### config.mk
export PLATFORM = sky130hd
export DESIGN_NAME = alu8_core
export DESIGN_NICKNAME = d
export VERILOG_FILES = /design/src/rtl/alu8_pkg.sv /design/src/rtl/alu8_addsub.sv /design/src/rtl/alu8_bitwise.sv /design/src/rtl/alu8_shifter.sv /design/src/rtl/alu8_core.sv
export SDC_FILE = /design/constraint.sdc
export NUM_CORES = 1
export LEC_CHECK = 0
export ABC_CLOCK_PERIOD_IN_PS = 4300
export BUFFER_PORTS_ARGS = -buffer_cell sky130_fd_sc_hd__buf_2
export CAP_MARGIN = 30
export CORE_MARGIN = 4
export CORE_UTILIZATION = 49
export DETAILED_ROUTE_END_ITERATION = 8
export PLACE_DENSITY = 0.87
export SLEW_MARGIN = 40
export SYNTH_ARGS = -nofsm -noshare
export SYNTH_HDL_FRONTEND = slang
export SYNTH_SLANG_ARGS = --single-unit
export TNS_END_PERCENT = 100
### constraint.sdc
create_clock -name vclk -period 4.3
set_input_delay 0.215 -clock vclk [all_inputs]
set_output_delay 0.215 -clock vclk [all_outputs]
set_load 0.005 [all_outputs]
### src/rtl/alu8_pkg.sv
package alu8_pkg;

  localparam int unsigned FLAG_C = 0;
  localparam int unsigned FLAG_Z = 1;
  localparam int unsigned FLAG_V = 6;
  localparam int unsigned FLAG_N = 7;

  typedef enum logic [3:0] {
    OP_ADD  = 4'd0,
    OP_SUB  = 4'd1,
    OP_CMPA = 4'd2,
    OP_CMPX = 4'd3,
    OP_AND  = 4'd4,
    OP_OR   = 4'd5,
    OP_XOR  = 4'd6,
    OP_BIT  = 4'd7,
    OP_ASL  = 4'd8,
    OP_LSR  = 4'd9,
    OP_ROL  = 4'd10,
    OP_ROR  = 4'd11,
    OP_INC  = 4'd12,
    OP_DEC  = 4'd13,
    OP_SBX  = 4'd14,
    OP_NOP  = 4'd15
  } alu_op_e;

  typedef enum logic [1:0] {
    DST_NONE = 2'd0,
    DST_A    = 2'd1,
    DST_X    = 2'd2,
    DST_MEM  = 2'd3
  } alu_dst_e;

  typedef enum logic [2:0] {
    SH_ASL = 3'd0,
    SH_LSR = 3'd1,
    SH_ROL = 3'd2,
    SH_ROR = 3'd3,
    SH_INC = 3'd4,
    SH_DEC = 3'd5
  } shf_mode_e;

  typedef enum logic [1:0] {
    BW_AND = 2'd0,
    BW_OR  = 2'd1,
    BW_XOR = 2'd2
  } bw_sel_e;

endpackage

### src/rtl/alu8_addsub.sv
module alu8_addsub #(
  parameter int unsigned DW = 8
) (
  input  logic [DW-1:0] lhs_i,
  input  logic [DW-1:0] rhs_i,
  input  logic          inv_i,
  input  logic          cin_i,
  output logic [DW-1:0] sum_o,
  output logic          cout_o,
  output logic          ovf_o
);
  localparam int unsigned MSB = DW - 1;

  logic [DW-1:0] rhs_eff;
  logic [DW:0]   total;

  always_comb begin
    rhs_eff = inv_i ? ~rhs_i : rhs_i;
    total   = {1'b0, lhs_i} + {1'b0, rhs_eff} + {{DW{1'b0}}, cin_i};
    sum_o   = total[DW-1:0];
    cout_o  = total[DW];
    ovf_o   = (lhs_i[MSB] == rhs_eff[MSB]) && (total[MSB] != lhs_i[MSB]);
  end
endmodule

### src/rtl/alu8_bitwise.sv
module alu8_bitwise
  import alu8_pkg::*;
#(
  parameter int unsigned DW = 8
) (
  input  logic [DW-1:0] a_i,
  input  logic [DW-1:0] b_i,
  input  bw_sel_e       sel_i,
  output logic [DW-1:0] out_o
);
  always_comb begin
    unique case (sel_i)
      BW_OR:   out_o = a_i | b_i;
      BW_XOR:  out_o = a_i ^ b_i;
      default: out_o = a_i & b_i;
    endcase
  end
endmodule

### src/rtl/alu8_shifter.sv
module alu8_shifter
  import alu8_pkg::*;
#(
  parameter int unsigned DW = 8
) (
  input  logic [DW-1:0] val_i,
  input  logic          cin_i,
  input  shf_mode_e     mode_i,
  output logic [DW-1:0] out_o,
  output logic          cout_o
);
  localparam int unsigned MSB = DW - 1;

  always_comb begin
    out_o  = val_i;
    cout_o = cin_i;
    unique case (mode_i)
      SH_ASL: begin out_o = {val_i[MSB-1:0], 1'b0};  cout_o = val_i[MSB]; end
      SH_LSR: begin out_o = {1'b0, val_i[MSB:1]};    cout_o = val_i[0];   end
      SH_ROL: begin out_o = {val_i[MSB-1:0], cin_i}; cout_o = val_i[MSB]; end
      SH_ROR: begin out_o = {cin_i, val_i[MSB:1]};   cout_o = val_i[0];   end
      SH_INC: out_o = val_i + {{(DW-1){1'b0}}, 1'b1};
      SH_DEC: out_o = val_i - {{(DW-1){1'b0}}, 1'b1};
      default: ;
    endcase
  end
endmodule

### src/rtl/alu8_core.sv
module alu8_core
  import alu8_pkg::*;
#(
  parameter int unsigned DW = 8
) (
  input  logic [3:0]    op_i,
  input  logic [DW-1:0] a_i,
  input  logic [DW-1:0] x_i,
  input  logic [DW-1:0] m_i,
  input  logic [7:0]    p_i,
  output logic [DW-1:0] res_o,
  output logic [1:0]    dest_o,
  output logic [7:0]    p_o
);
  localparam int unsigned MSB = DW - 1;

  alu_op_e       op;
  logic [DW-1:0] as_lhs;
  logic          as_inv;
  logic          as_cin;
  logic [DW-1:0] as_sum;
  logic          as_cout;
  logic          as_ovf;
  bw_sel_e       bw_sel;
  logic [DW-1:0] bw_out;
  shf_mode_e     sh_mode;
  logic [DW-1:0] sh_out;
  logic          sh_cout;
  logic          c_nx, v_nx, z_nx, n_nx;
  alu_dst_e      dst_nx;

  assign op = alu_op_e'(op_i);

  // operand steering for the shared adder, bitwise unit and shifter
  always_comb begin
    as_lhs  = a_i;
    as_inv  = 1'b1;
    as_cin  = 1'b1;
    bw_sel  = BW_AND;
    sh_mode = SH_ASL;
    unique case (op)
      OP_ADD:  begin as_inv = 1'b0; as_cin = p_i[FLAG_C]; end
      OP_SUB:  as_cin = p_i[FLAG_C];
      OP_CMPX: as_lhs = x_i;
      OP_SBX:  as_lhs = a_i & x_i;
      OP_OR:   bw_sel = BW_OR;
      OP_XOR:  bw_sel = BW_XOR;
      OP_LSR:  sh_mode = SH_LSR;
      OP_ROL:  sh_mode = SH_ROL;
      OP_ROR:  sh_mode = SH_ROR;
      OP_INC:  sh_mode = SH_INC;
      OP_DEC:  sh_mode = SH_DEC;
      default: ;
    endcase
  end

  alu8_addsub #(.DW(DW)) addsub_i (
    .lhs_i(as_lhs), .rhs_i(m_i), .inv_i(as_inv), .cin_i(as_cin),
    .sum_o(as_sum), .cout_o(as_cout), .ovf_o(as_ovf)
  );

  alu8_bitwise #(.DW(DW)) bitwise_i (
    .a_i(a_i), .b_i(m_i), .sel_i(bw_sel), .out_o(bw_out)
  );

  alu8_shifter #(.DW(DW)) shifter_i (
    .val_i(m_i), .cin_i(p_i[FLAG_C]), .mode_i(sh_mode),
    .out_o(sh_out), .cout_o(sh_cout)
  );

  // result selection and flag assembly
  always_comb begin
    res_o  = m_i;
    dst_nx = DST_NONE;
    c_nx   = p_i[FLAG_C];
    v_nx   = p_i[FLAG_V];
    unique case (op)
      OP_ADD, OP_SUB: begin
        res_o = as_sum; dst_nx = DST_A; c_nx = as_cout; v_nx = as_ovf;
      end
      OP_CMPA, OP_CMPX: begin
        res_o = as_sum; c_nx = as_cout;
      end
      OP_SBX: begin
        res_o = as_sum; dst_nx = DST_X; c_nx = as_cout;
      end
      OP_AND, OP_OR, OP_XOR: begin
        res_o = bw_out; dst_nx = DST_A;
      end
      OP_BIT: begin
        res_o = bw_out; v_nx = m_i[MSB-1];
      end
      OP_ASL, OP_LSR, OP_ROL, OP_ROR: begin
        res_o = sh_out; dst_nx = DST_MEM; c_nx = sh_cout;
      end
      OP_INC, OP_DEC: begin
        res_o = sh_out; dst_nx = DST_MEM;
      end
      default: ;
    endcase
    if (op == OP_NOP) begin
      z_nx = p_i[FLAG_Z];
      n_nx = p_i[FLAG_N];
    end else begin
      z_nx = (res_o == '0);
      n_nx = (op == OP_BIT) ? m_i[MSB] : res_o[MSB];
    end
    dest_o = dst_nx;
    p_o    = p_i;
    p_o[FLAG_C] = c_nx;
    p_o[FLAG_Z] = z_nx;
    p_o[FLAG_V] = v_nx;
    p_o[FLAG_N] = n_nx;
  end
endmodule

Yosys cells after proc, flatten, opt, wreduce, memory -nomap -nowiden

Cells that the tools add are included.

Bits in registers: 0
Bits in latches: 0
Bits in writable memories: 0
Bits in read-only memories: 0
Input port bits: 36
Output and inout bits: 18
Logic and storage cells: 60
Memories kept: 0

$add $sub $neg: 4
$mul: 0
Div/mod/pow operators: 0
Magnitude comparators: 0
Eq/ne operators: 24
Shifts and indexed selects: 0
Muxes and demuxes: 15
Bitwise operators: 5
Reduce and logical (&&, ||, !) cells: 12

Operators by type and width:

| operator                                          | count |
|---|---|
| case mux 8 bit (6 select lines)                   | 1 |
| == test 4 bit (second input constant)             | 8 |
| case mux 8 bit (2 select lines)                   | 2 |
| case mux 8 bit (3 select lines)                   | 1 |
| AND 8 bit                                         | 2 |
| == test 4 x 3 -> 1 bit (second input constant)    | 4 |
| case mux 3 bit (5 select lines)                   | 1 |
| OR reduction 5 bit                                | 2 |
| adder 8 x 8 -> 9 bit                              | 1 |
| adder 9 x 1 -> 9 bit                              | 1 |
| adder 8 x 1 -> 8 bit (second input constant)      | 1 |
| == test 4 x 2 -> 1 bit (second input constant)    | 2 |
| logical NOT 8 bit                                 | 1 |
| 2-to-1 mux 8 bit                                  | 1 |
| inverter 8 bit                                    | 1 |
| OR 8 bit                                          | 1 |
| OR reduction 4 bit                                | 2 |
| subtractor 8 x 1 -> 8 bit (second input constant) | 1 |
| bitwise XOR 8 bit                                 | 1 |
| == test 3 x 2 -> 1 bit (second input constant)    | 2 |
| == test 3 bit (second input constant)             | 2 |
| case mux 1 bit (2 select lines)                   | 3 |
| case mux 2 bit (3 select lines)                   | 1 |
| OR reduction 2 bit                                | 3 |
| other kinds (12)                                  | 15 |

Depth between registers and ports, before layout

Gate-level depths: netlist of run 1.

Depth in word-level cells: 7
Depth in mapped cells: 16
Depth with buffers taken out: 14

Modules after synthesis

From an unflattened synthesis of run 1, not the netlist that was laid out.

Cell total of the unflattened synthesis: 333
Area, all modules: 2296.0 sq um

By module, submodules not included:

| module       | times used | cells an instance | area each (sq um) | seq. area each (sq um) |
|---|---|---|---|---|
| alu8_core    | 1          | 112               | 732.0             | 0.0 |
| alu8_shifter | 1          | 93                | 629.4             | 0.0 |
| alu8_bitwise | 1          | 70                | 481.7             | 0.0 |
| alu8_addsub  | 1          | 58                | 452.9             | 0.0 |

Worst setup path after synthesis of run 1

No wires, ideal clock.

Path type: input to output
Start point: input op_i[2]
End point: output p_o[1]
Arrival time: 3.639 ns
Required time: 4.085 ns
Path slack: 0.446 ns
Stages: 15
Path buffers: 3
Cell sequence: buf_2 buf_1 or3_1 nor2_2 xnor2_1 fa_1 fa_1 nand2b_1 a21oi_1 nor2_1 a221o_1 nor3_1 nand3b_1 o21ai_2 buf_4

Word-level cells in the longest chain between the ends: 7
Elaborated cells between the ends (all ways): 40
Those cells by class: 2 x add/sub; 22 x eq/ne; 9 x mux; 7 x reduce/logical

Ends and longest elaborated chain:

| what                                                          | line                             | RTL |
|---|---|---|
| start, declared                                               | alu8_core.sv:6                   | `input logic [3:0] op_i,` |
| == test 4 bit, or another cell as far along                   | alu8_core.sv:41, alu8_core.sv:77 |  |
| case mux 8 bit (2 select lines), or another cell as far along | alu8_core.sv:41                  | `unique case (op)` |
| adder 8 x 8 -> 9 bit, or another cell as far along            | alu8_addsub.sv:19                | `total = {1'b0, lhs_i} + {1'b0, rhs_eff} + {{DW{1'b0}}, cin_i};` |
| adder 9 x 1 -> 9 bit, or another cell as far along            | alu8_addsub.sv:19                |  |
| case mux 8 bit (3 select lines) (*)                           | alu8_core.sv:77                  | `unique case (op)` |
| via res_o[4]                                                  | alu8_core.sv:11                  | `output logic [DW-1:0] res_o,` |
| logical NOT 8 bit (*)                                         | alu8_core.sv:105                 | `z_nx = (res_o == '0);` |
| 2-to-1 mux 1 bit (*)                                          | alu8_core.sv:101                 | `if (op == OP_NOP) begin` |
| end, declared                                                 | alu8_core.sv:13                  | `output logic [7:0] p_o` |

Mark *: on every way through the listed nets, which the timed path passes. The rest lies on a longest branch.

Final worst setup path of run 1

Start point: input op_i[2]
End point: output p_o[1]

Word-level cells in the longest chain between the ends: 7
Elaborated cells between the ends (all ways): 40
Those cells by class: 2 x add/sub; 22 x eq/ne; 9 x mux; 7 x reduce/logical

Ends and longest elaborated chain:

| what                                                          | line |
|---|---|
| == test 4 bit, or another cell as far along                   | alu8_core.sv:41, alu8_core.sv:77 |
| case mux 8 bit (2 select lines), or another cell as far along | alu8_core.sv:41 |
| adder 8 x 8 -> 9 bit, or another cell as far along            | alu8_addsub.sv:19 |
| adder 9 x 1 -> 9 bit, or another cell as far along            | alu8_addsub.sv:19 |
| case mux 8 bit (3 select lines)                               | alu8_core.sv:77 |
| logical NOT 8 bit                                             | alu8_core.sv:105 |
| 2-to-1 mux 1 bit (*)                                          | alu8_core.sv:101 |

Mark *: on every way between the ends. The rest lies on a longest branch, timed or not.

==> impl_results.md, run 1 <==
* Peak VDD IR at 0.0000787 V
* Commonest non-fill, non-tap cells in the layout: 46 x buf_2, 31 x inv_1, 31 x ha_1, 24 x nor2_1, 22 x a21oi_1
* Vias in the first global route at 2169
* HP Start: p_i[2]
* Routed len/inst at 17.8 µm
* Post-Syn Nets at 362
* Routability cong. at 0.942
* CP endpoint kind: output pin
* Post-synth top area share at 0.194
* Layout cells sized above 1 at 0.182
* Fin util at 0.575
* Pre-CTS WS at 0.579 ns
* Worst-path fanout max at 20
* GR Util met1 at 0.316
* Antenna diode count at 0
* Dpl cells at 366
* Final hold viol count at 0
* Worst Tran Pin Value at 0.649 ns
* ANT nets after route at 0
* Hold_buf cts at 0
* # clk buffers at 0
* Arrival time worst endpoint at 3.54 ns
* Fmax at 0.266 GHz
* Vias/cell at 6.48
* Resize count post-CTS at 0
* WHS Endpoint: p_o[2]
* Setup WS post-layout at 0.541 ns
* # fillers at 383
* Worst path required time at 4.09 ns
* Area leader, netlist: ha_1
* Cell count after synthesis at 292
* WL final at 6.53 mm
* Most Crowded Layer GR: met2
* Status: completed
* RSZ-0062 raised after global routing: no
* Dominant cells by area after synthesis: ha_1 19%, inv_1 5.8%, a21oi_1 5.5%
* Largest net degree at the start of global routing at 22
* Sequential area share after synthesis at 0
* Area Growth Syn to Fin at 9.05%
* Total Nets Final at 390
* Leakage power at 0.00107 µW
* Met3 GRT Util at 0.0443
* Mapped cell area at 0.00200 mm²
* HP Class: input pin to output pin
* Non-Filler Instances at 366
* Area after DPL at 0.00219 mm²
* Pins Over Slew Limit at 0
* Met2 Usage GRT at 0.406
* Count of final setup violators at 0
* Initial DRT Pass Iterations at 5
* Delay-heaviest family, CP: simple AND/OR/NAND/NOR gates
* Seq_cells at 0
* Netlist cell types at 56
* Antenna violations before repair at 0
* Remaining DRCs at 0
* Slowest cell on crit path: fa_1
* Final HPWL DP at 4.97 mm
* Worst Path Buf+Inv at 2
* First-pass GRT wire length at 10.4 mm
* Core ar. at 0.00380 mm²
* Setup TNS at 0 ns
* Fin area at 0.00219 mm²
* Die area at 0.00518 mm²
* Overflow after GRT at 0
* Chip width at 72.0 µm
* IO Count at 54
* Die Y at 72.0 µm
* Num rows at 22
* Setup Fix Bufs, Post-CTS at 0
* Tcrit/Tclk final at 0.874
* Crit path largest cell delay at 0.45 ns
* Slew margin rel. at 0.562
* Via count at 2370
* FF+latch area at 0 µm²
* DR iter-0 viols at 261
* CP Launch Type: input pin
* Cell Chain, Critical Path: buf_2, nor2_1, and2_1, o221ai_1, fa_1, fa_1, nand2b_1, a21oi_1, nor2_1, a221o_1, nor3_1, nand3b_1, o21ai_2, buf_2
* Most common cell after layout, fill and taps aside: buf_2
* Hold path cells at 0
* Setup Crit Path Kind: input pin to output pin
* Syn avg cell area at 6.86 µm²
* Max-Cap Viols at 0
* PortBufs at 46
* Gr usage total at 0.244
* Min cycle time layout at 3.76 ns
* Synth warnings at 0
* Initial cell density of the core at 0.528
* Pwr/cell area at 132 mW/mm²
## cells in the mapped netlist, types with 3 or more instances
cell type,instances
nor2b_1,5
nand3_1,7
o22ai_1,13
a21oi_1,22
and2_1,3
nand2_1,10
o211ai_1,5
buf_4,9
o21a_1,3
nor3_1,4
o221ai_1,3
xnor2_1,12
a221o_1,3
inv_1,31
buf_2,3
a221oi_1,6
mux2i_1,7
a211oi_1,3
or3_1,4
xor2_1,4
nor2_1,24
fa_1,3
and3_1,3
clkbuf_1,9
nand2b_1,6
o21ai_0,21
ha_1,31
## final cells by class
type	instances	area (µm²)	area share
Timing Repair Buffer	51	268	0.122
Inverter	31	116	0.0532
Tap cell	48	60.1	0.0275
Multi-Input combinational cell	236	1740	0.797
## power by group
| part | switching [µW] | leakage, µW | internal [µW] | total [µW] |
|---|---|---|---|---|
| Sequential | 0 | 0 | 0 | 0 |
| Combinational | 165 | 0.00107 | 123 | 289 |
| Clock | 0 | 0 | 0 | 0 |
## how the worst max path moves through the flow
stage / cells after the start / slack (ns) / endpoint / startpoint
after global placement: 14 / 0.71 / p_o[1] / op_i[2]
after floorplan: 15 / 0.45 / p_o[1] / op_i[2]
after global routing: 14 / 0.38 / p_o[1] / op_i[2]
after CTS: 14 / 0.56 / p_o[1] / op_i[2]
final: 14 / 0.54 / p_o[1] / op_i[2]
after detailed placement: 14 / 0.58 / p_o[1] / op_i[2]
## stage by stage
step	power (µW)	hold WS, ns
floorplan	199	0.511
global placement	275	0.430
detailed placement	280	0.430
CTS	282	0.430
global route	317	0.430
finish	289	0.430
## layer usage
| layer | vias to the layer above | wire [µm] |
|---|---|---|
| met1 | 1098 | 2640 |
| met2 | 137 | 3010 |
| met3 | 19 | 724 |
| met4 | 0 | 155 |
| met5 | - | 0 |
| li1 | 1116 | - |
## logic make-up after synthesis
family | synth area share
AO/OA/AOI/OAI | 0.334
AND/OR/NAND/NOR | 0.207
XOR/XNOR | 0.0699
adder cells (fa/ha/maj) | 0.223
multiplexers | 0.0350
buffers and inverters | 0.131
(Power assumes the default switching activity.)
==> inputs of run 2 (changes only) <==
--- a/config.mk
+++ b/config.mk
@@ -5,13 +5,14 @@
 export SDC_FILE = /design/constraint.sdc
 export NUM_CORES = 1
 export LEC_CHECK = 0
-export ABC_CLOCK_PERIOD_IN_PS = 4300
+export ABC_AREA = 1
+export ABC_CLOCK_PERIOD_IN_PS = 3400
 export BUFFER_PORTS_ARGS = -buffer_cell sky130_fd_sc_hd__buf_2
 export CAP_MARGIN = 30
 export CORE_MARGIN = 4
 export CORE_UTILIZATION = 49
 export DETAILED_ROUTE_END_ITERATION = 8
-export PLACE_DENSITY = 0.87
+export PLACE_DENSITY = 0.89
 export SLEW_MARGIN = 40
 export SYNTH_ARGS = -nofsm -noshare
 export SYNTH_HDL_FRONTEND = slang
==> constraint.sdc (replaced) <==
create_clock -name vclk -period 3.4
set_input_delay 0.17 -clock vclk [all_inputs]
set_output_delay 0.17 -clock vclk [all_outputs]
set_load 0.005 [all_outputs]
==> run 2 against run 1 <==
Against the previous run:
- utilization shrank 1.6 points
- combinational power grew 23%
- die area grew 8.8%
- non-clock buffer count shrank 3
- worst hold slack lost 0.090 ns
- largest power group unchanged
- worst setup slack lost 0.32 ns
- via count grew 11%
- critical endpoint unchanged
- cell count grew 33%
- synthesized cell count grew 37%
- first-iteration DRC count shrank 18%
- sequential share of layout area is the same
- total power grew 23%
==> impl_results.md, run 2 <==
* Setup Fix Bufs, Post-CTS at 0 (unchanged)
* Setup Crit Path Kind: input pin to output pin
* Initial DRT Pass Iterations at 5 (unchanged)
* ANT nets after route at 0 (unchanged)
* Tcrit/Tclk final at 0.934
* Setup TNS at 0 ns (unchanged)
* Most common cell after layout, fill and taps aside: nand2_1
* Worst path required time at 3.23 ns (-0.86 ns)
* Total Nets Final at 508 (+30%)
* Resize count post-CTS at 0 (unchanged)
* Vias/cell at 5.40 (-17%)
* Total power at 356 µW (+23%)
* Final hold viol count at 0 (unchanged)
* Post-synth top area share at 0.182 (-0.0113)
* Hold path cells at 0 (unchanged)
* DRT met1 WL at 2.64 mm (+0.23%)
* Antenna diode count at 0 (unchanged)
* Overflow after GRT at 0 (unchanged)
* Non-Filler Instances at 488 (+33%)
* Via count at 2637 (+11%)
* Remaining DRCs at 0 (unchanged)
* Crit path to: p_o[1]
* Chip width at 75.1 µm (+4.3%)
* # clk buffers at 0 (unchanged)
* Pins Over Slew Limit at 0 (unchanged)
* Seq_cells at 0 (unchanged)
* Routed len/inst at 12.7 µm (-29%)
* CP Launch Type: input pin
* DR iter-0 viols at 214 (-18%)
* Count of final setup violators at 0 (unchanged)
* Arrival time worst endpoint at 3.00 ns (-0.54 ns)
* WL met3 at 548 µm (-24%)
* Min cycle time layout at 3.17 ns
* Hold_buf cts at 0 (unchanged)
* Gr usage total at 0.218 (-0.0253)
* Area leader, netlist: nand2_1
* Post-Syn Nets at 469 (+30%)
* PortBufs at 46 (unchanged)
* Commonest non-fill, non-tap cells in the layout: 107 x nand2_1, 77 x inv_1, 46 x buf_2, 38 x nor2_1, 34 x nand3_1
* Commonest cells in the netlist: 107 x nand2_1, 77 x inv_1, 38 x nor2_1, 34 x nand3_1, 31 x ha_1
* Pre-CTS WS at 0.259 ns (-0.320 ns)
* Vias in the first global route at 2382 (+9.8%)
* Initial cell density of the core at 0.506 (-0.0213)
* Dominant cells by area after synthesis: nand2_1 18%, ha_1 18%, inv_1 13%
* WL final at 6.19 mm (-5.2%)
* Peak VDD IR at 0.0000522 V (-34%)
* Worst Tran Pin Value at 0.583 ns (-0.0662 ns)
* Final HPWL DP at 5.26 mm (+5.8%)
* Sequential area share after synthesis at 0 (unchanged)
* Die Y at 75.1 µm (+4.3%)
* Die area at 0.00564 mm² (+8.8%)
* Dpl cells at 488 (+33%)
* Netlist cell types at 36 (-36%)
* Synth warnings at 0 (unchanged)
* Leakage power at 0.00145 µW (+35%)
* Fmax at 0.315 GHz
* CP endpoint kind: output pin
* Largest net degree at the start of global routing at 15 (-32%)
* Routability cong. at 0.987 (+4.7%)
* CP Launch Point: op_i[2]
* Antenna violations before repair at 0 (unchanged)
* Max-Cap Viols at 0 (unchanged)
* Syn avg cell area at 5.53 µm² (-20%)
* Slew margin rel. at 0.612 (+0.0496)
* Most numerous cell in the Yosys netlist: nand2_1
* Setup WS post-layout at 0.226 ns (-0.315 ns)
* Num rows at 24 (+9.1%)
* HP Class: input pin to output pin
* Fin util at 0.559 (-0.0162)
* Layout cells sized above 1 at 0.195 (+0.0126)
* RSZ-0062 raised after global routing: no
* Cell count after synthesis at 399 (+37%)
* Area Growth Syn to Fin at 10.4%
* First-pass GRT wire length at 10.0 mm (-3.1%)
* IO Count at 54 (unchanged)
* FF+latch area at 0 µm² (unchanged)
* Mapped cell area at 0.00220 mm² (+10%)
* Pwr/cell area at 146 mW/mm² (+11%)
* Core ar. at 0.00435 mm² (+15%)
* Top routing layer used: met4
* Metal2 WL at 2.90 mm (-3.8%)
* Status: completed
* Worst-path fanout max at 7 (-65%)
## run 2: changes by cell type in the layout (fill, tap and decap cells not counted), moves of 11 or more
cell / before / now
o21ai_0: 21 / 8
xnor2_1: 12 / 1
nand3_1: 7 / 34
inv_1: 31 / 77
nand2_1: 10 / 107
nor2_1: 24 / 38
## run 2: layout make-up
| type | count | area [µm²] |
|---|---|---|
| timing repair buffer | 48 | 245 |
| inverter | 88 | 330 |
| fill | 423 | 1920 |
| multi-input combinational | 300 | 1790 |
| tap | 52 | 65.1 |
## run 2: critical path, cell delays in order
cell	delay, ns
buf_2	0.15
nor2_1	0.23
inv_2	0.10
nor2_1	0.16
nand2_2	0.07
xor2_1	0.16
fa_1	0.46
fa_1	0.40
inv_1	0.10
nand3_1	0.10
nand2_1	0.08
nand2_1	0.04
nand3_1	0.08
nand2_1	0.05
inv_1	0.06
nand2_2	0.06
nor2_1	0.10
nand2_1	0.07
nor2_2	0.09
nand3_2	0.09
nand2_2	0.06
buf_2	0.11
## run 2: stage by stage
step,hold slack (ns),cell area (µm²)
finish,0.340,2430
global route,0.340,2430
CTS,0.340,2430
detailed placement,0.340,2430
global placement,0.340,2430
floorplan,0.421,2200
## run 2: cells by family (layout without fill, tap and decap cells)
group,after synthesis,count (layout),share of synthesized area
AOI/OAI and AO/OA,44,44,0.123
xor gates and xnor gates,9,9,0.0358
adders and majority gates,34,34,0.203
buffers and inverters,99,136,0.186
and+or+nand+nor,213,213,0.452
## run 2: worst min-delay path by stage
stage | startpoint | to
5_1_grt | p_i[3] | p_o[3]
4_1_cts | p_i[2] | p_o[2]
6_report | p_i[2] | p_o[2]
2_1_floorplan | p_i[2] | p_o[2]
3_5_place_dp | p_i[2] | p_o[2]
3_3_place_gp | p_i[2] | p_o[2]
## run 2: power breakdown
part | internal [µW] | switching [µW]
logic | 134 | 221
registers | 0 | 0
clock network | 0 | 0
total | 134 | 221
## run 2: layer usage
metal	track usage	vias to the layer above
met5	0	-
li1	-	1320
met3	0.0187	14
met4	0.0553	0
met1	0.284	1178
met2	0.385	125
==> inputs of run 3 (changes only) <==
--- a/config.mk
+++ b/config.mk
@@ -5,14 +5,14 @@
 export SDC_FILE = /design/constraint.sdc
 export NUM_CORES = 1
 export LEC_CHECK = 0
-export ABC_AREA = 1
 export ABC_CLOCK_PERIOD_IN_PS = 3400
 export BUFFER_PORTS_ARGS = -buffer_cell sky130_fd_sc_hd__buf_2
 export CAP_MARGIN = 30
+export CORE_ASPECT_RATIO = 0.8
 export CORE_MARGIN = 4
 export CORE_UTILIZATION = 49
 export DETAILED_ROUTE_END_ITERATION = 8
-export PLACE_DENSITY = 0.89
+export PLACE_DENSITY = 0.9
 export SLEW_MARGIN = 40
 export SYNTH_ARGS = -nofsm -noshare
 export SYNTH_HDL_FRONTEND = slang
==> run 3 against run 2 <==
Against the previous run:
- cell count shrank 21%
- count of clock-buffer cells in the layout is the same
- total power grew 9.6%
- non-clock buffer count grew 14
- largest power group unchanged
- combinational power grew 9.6%
- critical endpoint unchanged
==> impl_results.md, run 3 (synthesis results as in run 1) <==
* Status: completed
* Num rows at 20 (-17%)
* Core ar. at 0.00388 mm² (-11%)
* Setup TNS at 0 ns (unchanged)
* Die Y at 65.2 µm (-13%)
* Tcrit/Tclk final at 0.952 (+0.0181)
* Worst path required time at 3.23 ns (about the same)
* HP Start: p_i[3]
* Slew margin rel. at 0.626 (+0.0146)
* Seq_cells at 0 (unchanged)
* Min cycle time layout at 3.24 ns (+0.0617 ns)
* Setup WS post-layout at 0.164 ns (-0.0617 ns)
* WHS Endpoint: p_o[3]
* RSZ-0062 raised after global routing: no
* Area Growth Syn to Fin at 17.0%
* Hold path cells at 0 (unchanged)
* Cell Chain, Critical Path: buf_2, or3_4, nor2_4, xnor2_2, fa_2, fa_2, nand2b_4, a21oi_4, nor2_1, a221o_1, nor3_2, nand3b_1, o21ai_2, buf_2
* First-pass GRT wire length at 10.5 mm (+5.2%)
* Resize count post-CTS at 0 (unchanged)
* Vias/cell at 6.12 (+13%)
* Area after DPL at 0.00232 mm² (-4.8%)
* Pre-CTS WS at 0.131 ns (-0.127 ns)
* Most common cell after layout, fill and taps aside: buf_2
* Dpl cells at 384 (-21%)
* Arrival time worst endpoint at 3.07 ns (+0.07 ns)
* Pins Over Slew Limit at 0 (unchanged)
* Commonest non-fill, non-tap cells in the layout: 46 x buf_2, 31 x inv_1, 31 x ha_1, 23 x nor2_1, 21 x o21ai_0
* Die area at 0.00518 mm² (-8.0%)
* Setup Crit Path Kind: input pin to output pin
* Max-Cap Viols at 0 (unchanged)
* Worst Path Buf+Inv at 2 (-3)
* CP endpoint kind: output pin
* CP Launch Type: input pin
* IO Count at 54 (unchanged)
* # clk buffers at 0 (unchanged)
* Pwr/cell area at 166 mW/mm² (+14%)
* Slowest cell on crit path: or3_4
* Total Nets Final at 401 (-21%)
* DR iter-0 viols at 243 (+14%)
* Initial DRT Pass Iterations at 5 (unchanged)
* Antenna violations before repair at 0 (unchanged)
* Routability cong. at 0.992 (+0.57%)
* Layout cells sized above 1 at 0.243 (+0.0482)
* Final HPWL DP at 5.12 mm (-2.6%)
* Worst-path fanout max at 4 (-3)
* Delay-heaviest family, CP: simple AND/OR/NAND/NOR gates
* Overflow after GRT at 0 (unchanged)
* Setup Fix Bufs, Post-CTS at 0 (unchanged)
* Non-Filler Instances at 384 (-21%)
* Largest net degree at the start of global routing at 18 (+3)
* Area of the multi-input gates at 0.00181 mm² (+0.63%)
* Initial cell density of the core at 0.517 (+0.0105)
* HP Class: input pin to output pin
* Worst Tran Pin Value at 0.554 ns (-0.0289 ns)
* PortBufs at 46 (unchanged)
* WL final at 6.49 mm (+4.9%)
* FF+latch area at 0 µm² (unchanged)
* Chip width at 79.5 µm (+5.9%)
* Antenna diode count at 0 (unchanged)
* Routed len/inst at 16.9 µm (+33%)
* Final hold viol count at 0 (unchanged)
* Fmax at 0.309 GHz (-1.9%)
* Gr usage total at 0.251 (+0.0323)
* Fin area at 0.00234 mm² (-3.7%)
* Peak VDD IR at 0.000101 V (+93%)
* Remaining DRCs at 0 (unchanged)
* ANT nets after route at 0 (unchanged)
* Via count at 2351 (-11%)
* Vias in the first global route at 2145 (-9.9%)
* Count of final setup violators at 0 (unchanged)
* Leakage power at 0.00114 µW (-22%)
* Crit path largest cell delay at 0.40 ns (-0.06 ns)
* Hold_buf cts at 0 (unchanged)
* # fillers at 368 (-13%)
==> run 3: cell types whose count changed in the layout (fill, tap and decap cells not counted), moves of 6 or more <==
| cell | previous run | this run |
|---|---|---|
| nand2_1 | 107 | 10 |
| inv_1 | 77 | 31 |
| nand3_1 | 34 | 6 |
| nor2_1 | 38 | 23 |
| buf_4 | 2 | 15 |
| o21ai_0 | 8 | 21 |
| xnor2_1 | 1 | 11 |
| inv_2 | 8 | 0 |
| nand2_2 | 8 | 0 |
| mux2i_1 | 0 | 7 |
| o22ai_1 | 6 | 13 |
| a221oi_1 | 0 | 6 |
==> run 3: final cells by class <==
cell class	count	share of cell area
inverters	31	0.0496
multi-input cells	236	0.770
well taps	55	0.0293
repair buffers	62	0.151
==> run 3: where the power goes <==
part | internal, µW | leakage [µW] | switching [µW]
clock network | 0 | 0 | 0
registers | 0 | 0 | 0
logic | 173 | 0.00114 | 217
total | 173 | 0.00114 | 217
==> run 3: stage by stage <==
step                      hold WS (ns)  power [µW]   util
after floorplan                  0.421         263      -
after global placement           0.340         369  0.598
after detailed placement         0.340         374  0.598
after CTS                        0.340         377  0.598
after global routing             0.340         432  0.605
final                            0.340         390  0.605
==> run 3: how the worst max path moves through the flow <==
stage	start	endpoint	slack, ns	cells past startpoint
3_5_place_dp	op_i[2]	p_o[1]	0.13	15
4_1_cts	op_i[3]	p_o[1]	0.11	16
6_report	op_i[2]	p_o[1]	0.16	14
3_3_place_gp	op_i[3]	p_o[1]	0.19	16
2_1_floorplan	op_i[2]	p_o[1]	0.02	15
5_1_grt	op_i[3]	p_o[1]	0.01	16
==> run 3: layer usage <==
layer / track usage / vias to the layer above / share of wire
met3: 0.0288 / 8 / 0.11
met5: 0 / - / 0
li1: - / 1135 / -
met1: 0.364 / 1073 / 0.43
met2: 0.405 / 135 / 0.46
met4: 0.0322 / 0 / 0.0075
